--- src/rtl/addr_cam_pkg.sv ---
package addr_cam_pkg;

  // Last live position of a frame, counted from the start pulse (p=0).
  function automatic int unsigned frame_last_pos(int unsigned nbytes,
                                                 int unsigned lat_n,
                                                 int unsigned lat_e);
    int unsigned lat_max;
    int unsigned sel_end;
    int unsigned smp_end;
    lat_max = (lat_n > lat_e) ? lat_n : lat_e;
    sel_end = 2 * nbytes + 1;
    smp_end = nbytes + 1 + lat_max;
    return (sel_end > smp_end) ? sel_end : smp_end;
  endfunction

  // Position at which the hit line is sampled for a strobe starting at strobe_at.
  function automatic int unsigned hit_sample_pos(int unsigned strobe_at,
                                                 int unsigned lag);
    return strobe_at + lag;
  endfunction

endpackage

--- src/rtl/addr_field_seq.sv ---
module addr_field_seq #(
  parameter int unsigned NB   = 6,
  parameter int unsigned LAST = 13,
  parameter int unsigned PW   = 4
) (
  input  logic          clk,
  input  logic          rst_n,
  input  logic          frame_start,
  input  logic          frame_token,
  input  logic          ext_mode,
  input  logic          abort_req,
  output logic [PW-1:0] pos_o,
  output logic          live_o,
  output logic          ext_o,
  output logic          sel_da_o,
  output logic          sel_sa_o
);
  localparam logic [PW-1:0] P_LAST   = PW'(LAST);
  localparam logic [PW-1:0] P_DA_LO  = PW'(2);
  localparam logic [PW-1:0] P_DA_HI  = PW'(NB + 1);
  localparam logic [PW-1:0] P_SA_LO  = PW'(NB + 2);
  localparam logic [PW-1:0] P_SA_HI  = PW'(2 * NB + 1);

  logic [PW-1:0] pos_q;
  logic          live_q;
  logic          ext_q;

  always_ff @(posedge clk) begin
    if (!rst_n) begin
      pos_q  <= '0;
      live_q <= 1'b0;
      ext_q  <= 1'b0;
    end else if (frame_start) begin
      pos_q  <= PW'(1);
      live_q <= !frame_token;
      ext_q  <= ext_mode;
    end else if (live_q) begin
      if (abort_req || pos_q == P_LAST) begin
        live_q <= 1'b0;
      end else begin
        pos_q <= pos_q + PW'(1);
      end
    end
  end

  assign pos_o    = pos_q;
  assign live_o   = live_q;
  assign ext_o    = ext_q;
  assign sel_da_o = live_q && (pos_q >= P_DA_LO) && (pos_q <= P_DA_HI);
  assign sel_sa_o = live_q && (pos_q >= P_SA_LO) && (pos_q <= P_SA_HI);

endmodule

--- src/rtl/addr_strobe_gen.sv ---
module addr_strobe_gen
  import addr_cam_pkg::*;
#(
  parameter int unsigned NB       = 6,
  parameter int unsigned LAT_NORM = 2,
  parameter int unsigned LAT_EXT  = 4,
  parameter int unsigned PW       = 4
) (
  input  logic [PW-1:0] pos_i,
  input  logic          live_i,
  input  logic          ext_i,
  input  logic          hold_i,
  output logic          load_o,
  output logic          smp_da_o,
  output logic          smp_sa_o
);
  localparam int unsigned DA_STB = 1;
  localparam int unsigned SA_STB = NB + 1;

  localparam logic [PW-1:0] P_DA_STB  = PW'(DA_STB);
  localparam logic [PW-1:0] P_SA_STB  = PW'(SA_STB);
  localparam logic [PW-1:0] P_DA_STB2 = PW'(DA_STB + 1);
  localparam logic [PW-1:0] P_SA_STB2 = PW'(SA_STB + 1);
  localparam logic [PW-1:0] P_DA_SN   = PW'(hit_sample_pos(DA_STB, LAT_NORM));
  localparam logic [PW-1:0] P_DA_SE   = PW'(hit_sample_pos(DA_STB, LAT_EXT));
  localparam logic [PW-1:0] P_SA_SN   = PW'(hit_sample_pos(SA_STB, LAT_NORM));
  localparam logic [PW-1:0] P_SA_SE   = PW'(hit_sample_pos(SA_STB, LAT_EXT));

  logic enable;
  logic first_cyc;
  logic second_cyc;

  assign enable     = live_i && !hold_i;
  assign first_cyc  = (pos_i == P_DA_STB) || (pos_i == P_SA_STB);
  assign second_cyc = (pos_i == P_DA_STB2) || (pos_i == P_SA_STB2);

  assign load_o   = enable && (first_cyc || (ext_i && second_cyc));
  assign smp_da_o = enable && (pos_i == (ext_i ? P_DA_SE : P_DA_SN));
  assign smp_sa_o = enable && (pos_i == (ext_i ? P_SA_SE : P_SA_SN));

endmodule

--- src/rtl/addr_match_latch.sv ---
module addr_match_latch (
  input  logic clk,
  input  logic rst_n,
  input  logic frame_start,
  input  logic abort_live,
  input  logic smp_da,
  input  logic smp_sa,
  input  logic cam_hit,
  output logic da_hit_o,
  output logic sa_hit_o,
  output logic copy_ok_o
);
  logic da_q;
  logic sa_q;
  logic abrt_q;

  always_ff @(posedge clk) begin
    if (!rst_n) begin
      da_q   <= 1'b0;
      sa_q   <= 1'b0;
      abrt_q <= 1'b0;
    end else if (frame_start) begin
      da_q   <= 1'b0;
      sa_q   <= 1'b0;
      abrt_q <= 1'b0;
    end else begin
      if (smp_da)     da_q   <= cam_hit;
      if (smp_sa)     sa_q   <= cam_hit;
      if (abort_live) abrt_q <= 1'b1;
    end
  end

  assign da_hit_o  = da_q;
  assign sa_hit_o  = sa_q;
  assign copy_ok_o = da_q && !abrt_q;

endmodule

--- src/rtl/addr_cam_ctrl.sv ---
module addr_cam_ctrl
  import addr_cam_pkg::*;
#(
  parameter int unsigned ADDR_BYTES = 6,
  parameter int unsigned LAT_NORM   = 2,
  parameter int unsigned LAT_EXT    = 4
) (
  input  logic clk,
  input  logic rst_n,
  input  logic frame_start,
  input  logic frame_token,
  input  logic ext_mode,
  input  logic rx_abort,
  input  logic cam_hit,
  input  logic cfg_we,
  input  logic cfg_hold,
  output logic cam_load,
  output logic sel_da,
  output logic sel_sa,
  output logic da_hit,
  output logic sa_hit,
  output logic copy_ok
);
  localparam int unsigned LAST = frame_last_pos(ADDR_BYTES, LAT_NORM, LAT_EXT);
  localparam int unsigned PW   = $clog2(LAST + 2);

  logic [PW-1:0] frame_pos;
  logic          frame_live;
  logic          ext_q;
  logic          hold_q;
  logic          abort_live;
  logic          smp_da;
  logic          smp_sa;

  always_ff @(posedge clk) begin
    if (!rst_n)      hold_q <= 1'b1;
    else if (cfg_we) hold_q <= cfg_hold;
  end

  assign abort_live = frame_live && rx_abort;

  addr_field_seq #(.NB(ADDR_BYTES), .LAST(LAST), .PW(PW)) u_seq (
    .clk(clk), .rst_n(rst_n), .frame_start(frame_start),
    .frame_token(frame_token), .ext_mode(ext_mode), .abort_req(rx_abort),
    .pos_o(frame_pos), .live_o(frame_live), .ext_o(ext_q),
    .sel_da_o(sel_da), .sel_sa_o(sel_sa)
  );

  addr_strobe_gen #(.NB(ADDR_BYTES), .LAT_NORM(LAT_NORM), .LAT_EXT(LAT_EXT), .PW(PW)) u_stb (
    .pos_i(frame_pos), .live_i(frame_live), .ext_i(ext_q), .hold_i(hold_q),
    .load_o(cam_load), .smp_da_o(smp_da), .smp_sa_o(smp_sa)
  );

  addr_match_latch u_mat (
    .clk(clk), .rst_n(rst_n), .frame_start(frame_start), .abort_live(abort_live),
    .smp_da(smp_da), .smp_sa(smp_sa), .cam_hit(cam_hit),
    .da_hit_o(da_hit), .sa_hit_o(sa_hit), .copy_ok_o(copy_ok)
  );

  // a normal-mode strobe lasts a single cycle
  assert_load_single_R1: assert property (@(posedge clk) disable iff (!rst_n)
    (cam_load && !ext_q && !frame_start) |=> !cam_load);

  // an extended-mode strobe is held for a second cycle
  assert_load_double_R2: assert property (@(posedge clk) disable iff (!rst_n)
    ($rose(cam_load) && ext_q && !rx_abort && !cfg_we && !frame_start) |=> cam_load);

  // the two field selects are exclusive
  assert_sel_exclusive_R3: assert property (@(posedge clk) disable iff (!rst_n)
    $onehot0({sel_da, sel_sa}));

  // the hold bit blocks every strobe
  assert_hold_blocks_R5: assert property (@(posedge clk) disable iff (!rst_n)
    hold_q |-> !cam_load);

  // a token frame starts no activity
  assert_token_quiet_R6: assert property (@(posedge clk) disable iff (!rst_n)
    (frame_start && frame_token) |=> (!cam_load && !sel_da && !sel_sa));

  // flags clear on every new frame
  assert_flags_clear_R7: assert property (@(posedge clk) disable iff (!rst_n)
    frame_start |=> (!da_hit && !sa_hit));

  // an abort ends strobes and copy permission
  assert_abort_stops_R8: assert property (@(posedge clk) disable iff (!rst_n)
    (abort_live && !frame_start) |=> (!cam_load && !copy_ok && !sel_da && !sel_sa));

endmodule

--- config.mk ---
export PLATFORM = sky130hd
export DESIGN_NAME = addr_cam_ctrl
export DESIGN_NICKNAME = d
export VERILOG_FILES = /design/src/rtl/addr_cam_pkg.sv /design/src/rtl/addr_field_seq.sv /design/src/rtl/addr_strobe_gen.sv /design/src/rtl/addr_match_latch.sv /design/src/rtl/addr_cam_ctrl.sv
export SDC_FILE = /design/constraint.sdc
export NUM_CORES = 1
export LEC_CHECK = 0
export BUFFER_PORTS_ARGS = -buffer_cell sky130_fd_sc_hd__buf_2
export CELL_PAD_IN_SITES_DETAIL_PLACEMENT = 1
export CELL_PAD_IN_SITES_GLOBAL_PLACEMENT = 1
export CORE_UTILIZATION = 36
export CTS_CLUSTER_SIZE = 14
export DETAILED_ROUTE_END_ITERATION = 16
export PLACE_DENSITY = 0.85
export SYNTH_ARGS = -nofsm -noshare
export SYNTH_HDL_FRONTEND = slang
export SYNTH_SLANG_ARGS = --single-unit
--- constraint.sdc ---
create_clock -name clk -period 2 [get_ports clk]
set_clock_uncertainty 0.2 [all_clocks]
set_input_delay 0.2 -clock clk [delete_from_list [all_inputs] [get_ports clk]]
set_output_delay 0.2 -clock clk [all_outputs]
set_load 0.02 [all_outputs]
==> metrics.txt <==
run status completed; Die Ht 42.8 um; number of synthesized flops with an enable pin 0; Net Sw Power 0.103 mW; required time reported for the critical path endpoint 1600 ps; number of flip-flops and latches in the synthesized netlist 10; area fraction of the dominant cell type after synthesis 33.5%; core area 1520 sq um; peak ir drop on the vdd network 0.355 mV; number of levels in the clock H-tree 1; CTS tree yes; filler-free cell count of the finished design 104; static leakage 0.297 nW; Fmax 514 MHz; Routed WL 1320 um; boundary pin count 15; die area 1830 sq um; switching power share of the total 23.2%; element type at the critical path end primary output; transition time at the pin with the least slew margin 348 ps; Die Width 42.8 um; classification of the worst-slack hold path primary input to flop; Clock Power Share 41.8%; post-DR wirelength/cell 12.7 um; number of instances in the synthesized netlist 70; global-route wire length before repair 2230 um; Total GRT Usage 16.9%; count of synthesis-stage warnings from yosys 0; overflow left after global routing 0; final weighted congestion of routability-driven global placement 0.689; sequential element share of the synthesized area 33.5%; Fillers 187; Placed Instances 96; final cycle utilization of the critical path 97.3%; maximum number of pins on one net before global-route repair 13; total area of sequential cells 208 sq um; CTS clock-pin slew for the worst setup and hold paths 70 ps; Antenna Cells 0; 1st-pass router iterations 4; buffers added on ports 14; flip-flop cell with the highest count after synthesis dfxtp_1; total number of placement rows 14; worst-case headroom to the max-slew limit 76.4%; CP max FO 8; power after layout 0.443 mW; max-cap viol count 0; clk_lat worst skew 270 ps; remaining antenna violation count 0; shortest clock period the worst path allows after layout 1950 ps; combinational cell fraction of total power 10.1%; Unique masters post-synth 29; dominant cell by count in the synthesized netlist dfxtp_1; commonest cells in the synthesized netlist dfxtp_1, a21oi_1, nand2_1, nor2_1, nor2b_1; sequential fraction of design power 48.1%; Worst Setup Path Type flop to primary output; Cell Pwr Density 581 nW/um^2; post-route core utilization 50.1%; number of antenna violations at the first check in global routing 0; kind of launch point of the worst setup path flop; Final Max Tran Viols 0; TritonCTS sink count 10; growth of design area from synthesis to finish 27.6%; number of failing setup endpoints in the final timing report 0; initial standard-cell utilization of the core 39.2%; Post-CTS Repair Setup Buffers 0; number of global-route vias before repair 517; clock root cell clkbuf_4; final hold viol count 0; total internal power 0.340 mW; final instance area 763 sq um; total number of vias 559; post-synthesis cell type with the largest combined area dfxtp_1; buffer levels on the longest clock path 2; Area contributors post-synth dfxtp_1, mux2i_1, ha_1; cts bufs inserted 3; Initial DRC Count 14; multi-input combinational cell area 375 sq um; via-per-instance ratio 5.38; Cell Area, Placed 664 sq um; proportion of register bits with asynchronous set or reset after synthesis 0%; net count of the finished layout 101; DRC Markers 0; fraction of final layout cells sized beyond drive strength 1 25.0%; Synthesized Nets 82; average instance area after synthesis 8.54 sq um; summed instance area of the synthesized netlist 598 sq um; crit path DAT 1550 ps; placed wire-length estimate after detailed placement 989 um
==> sequential cells by signal, indices dropped and copies added (netlist names) <==
register / flops
u_seq.pos_o: 4
hold_q: 1
u_mat.abrt_q: 1
u_mat.da_hit_o: 1
u_mat.sa_hit_o: 1
u_seq.ext_o: 1
u_seq.live_o: 1
==> cells by family (layout without fill, tap and decap cells) <==
kind of cell | after synthesis | in the layout | share of synthesized area [%]
simple gates | 31 | 31 | 29.9
fa+ha+maj | 3 | 3 | 6.28
mux | 4 | 4 | 6.69
flops | 10 | 10 | 33.5
compound gates | 14 | 14 | 16.3
buf+inv | 7 | 25 | 5.86
xor+xnor | 1 | 1 | 1.46
==> final timing paths <==
check | start | endpoint | slack (ps) | depth (start not counted)
worst max-delay path | u_seq.pos_o[0]$_SDFFE_PN0P_ | cam_load | 50 | 5
worst min-delay path | cam_hit | u_mat.sa_hit_o$_SDFFE_PP0P_ | 9 | 3
worst max register to register | u_seq.pos_o[1]$_SDFFE_PP0P_ | u_seq.pos_o[0]$_SDFFE_PN0P_ | 370 | 5
worst min register to register | u_mat.sa_hit_o$_SDFFE_PP0P_ | u_mat.sa_hit_o$_SDFFE_PP0P_ | 260 | 2
==> metal layers <==
| layer | global-route usage, % | wire (um) | vias up |
|---|---|---|---|
| li1 | - | - | 283 |
| met1 | 21.8 | 619 | 257 |
| met5 | 0 | 0 | - |
| met3 | 3.83 | 44 | 5 |
| met4 | 13.1 | 40 | 0 |
| met2 | 23.9 | 612 | 14 |
==> worst max-delay path, stage by stage (launching register included) <==
cell and delay [ps]:
dfxtp_4 400, ha_1 200, inv_1 50, a221o_1 340
a21oi_1 130, buf_4 160
==> placed cells by master (no fill, tap or decap), types with 2 or more instances in the layout <==
cell,n
nor3_1,2
buf_2,13
mux2i_1,4
nand2_1,5
clkbuf_4,3
nand2b_1,3
ha_1,2
nand3b_1,4
inv_1,3
dlygate4sd3_1,4
dfxtp_1,8
a21oi_1,6
o21a_1,2
nor2b_1,5
dfxtp_4,2
nor2_1,5
==> power groups by stage <==
stage	registers [mW]	clock network (mW)	logic [mW]
2_1_floorplan	0.215	0	0.0238
3_3_place_gp	0.218	0	0.0367
3_5_place_dp	0.218	0	0.0379
4_1_cts	0.214	0.190	0.0442
5_1_grt	0.214	0.200	0.0512
6_report	0.213	0.185	0.0450
==> what timing repair did <==
item / 4_1_cts / 5_1_grt
setup endpoints to repair: 1 / 1
resized for setup: 2 / 5
gates cloned: 0 / 0
hold buffers: 4 / 0
endpoints found under the hold margin: 3 / 0
==> per-stage QoR <==
stage	hold WS, ps	setup WS (ps)	TNS, ps
6_report	9.23	53.3	0
5_1_grt	17.0	-20.5	-20.5
4_1_cts	10.6	34.8	0
3_5_place_dp	224	224	0
3_3_place_gp	212	262	0
2_1_floorplan	61.9	261	0
==> area by class of cell <==
type                    instances  area share [%]
clock buffers                   4            4.75
inverters                       3            1.48
multi-input cells              53            49.2
flip-flops and latches         10            27.2
well taps                      16            2.62
repair buffers                 18            14.8
Note: power is estimated with default switching activity, not from simulation.
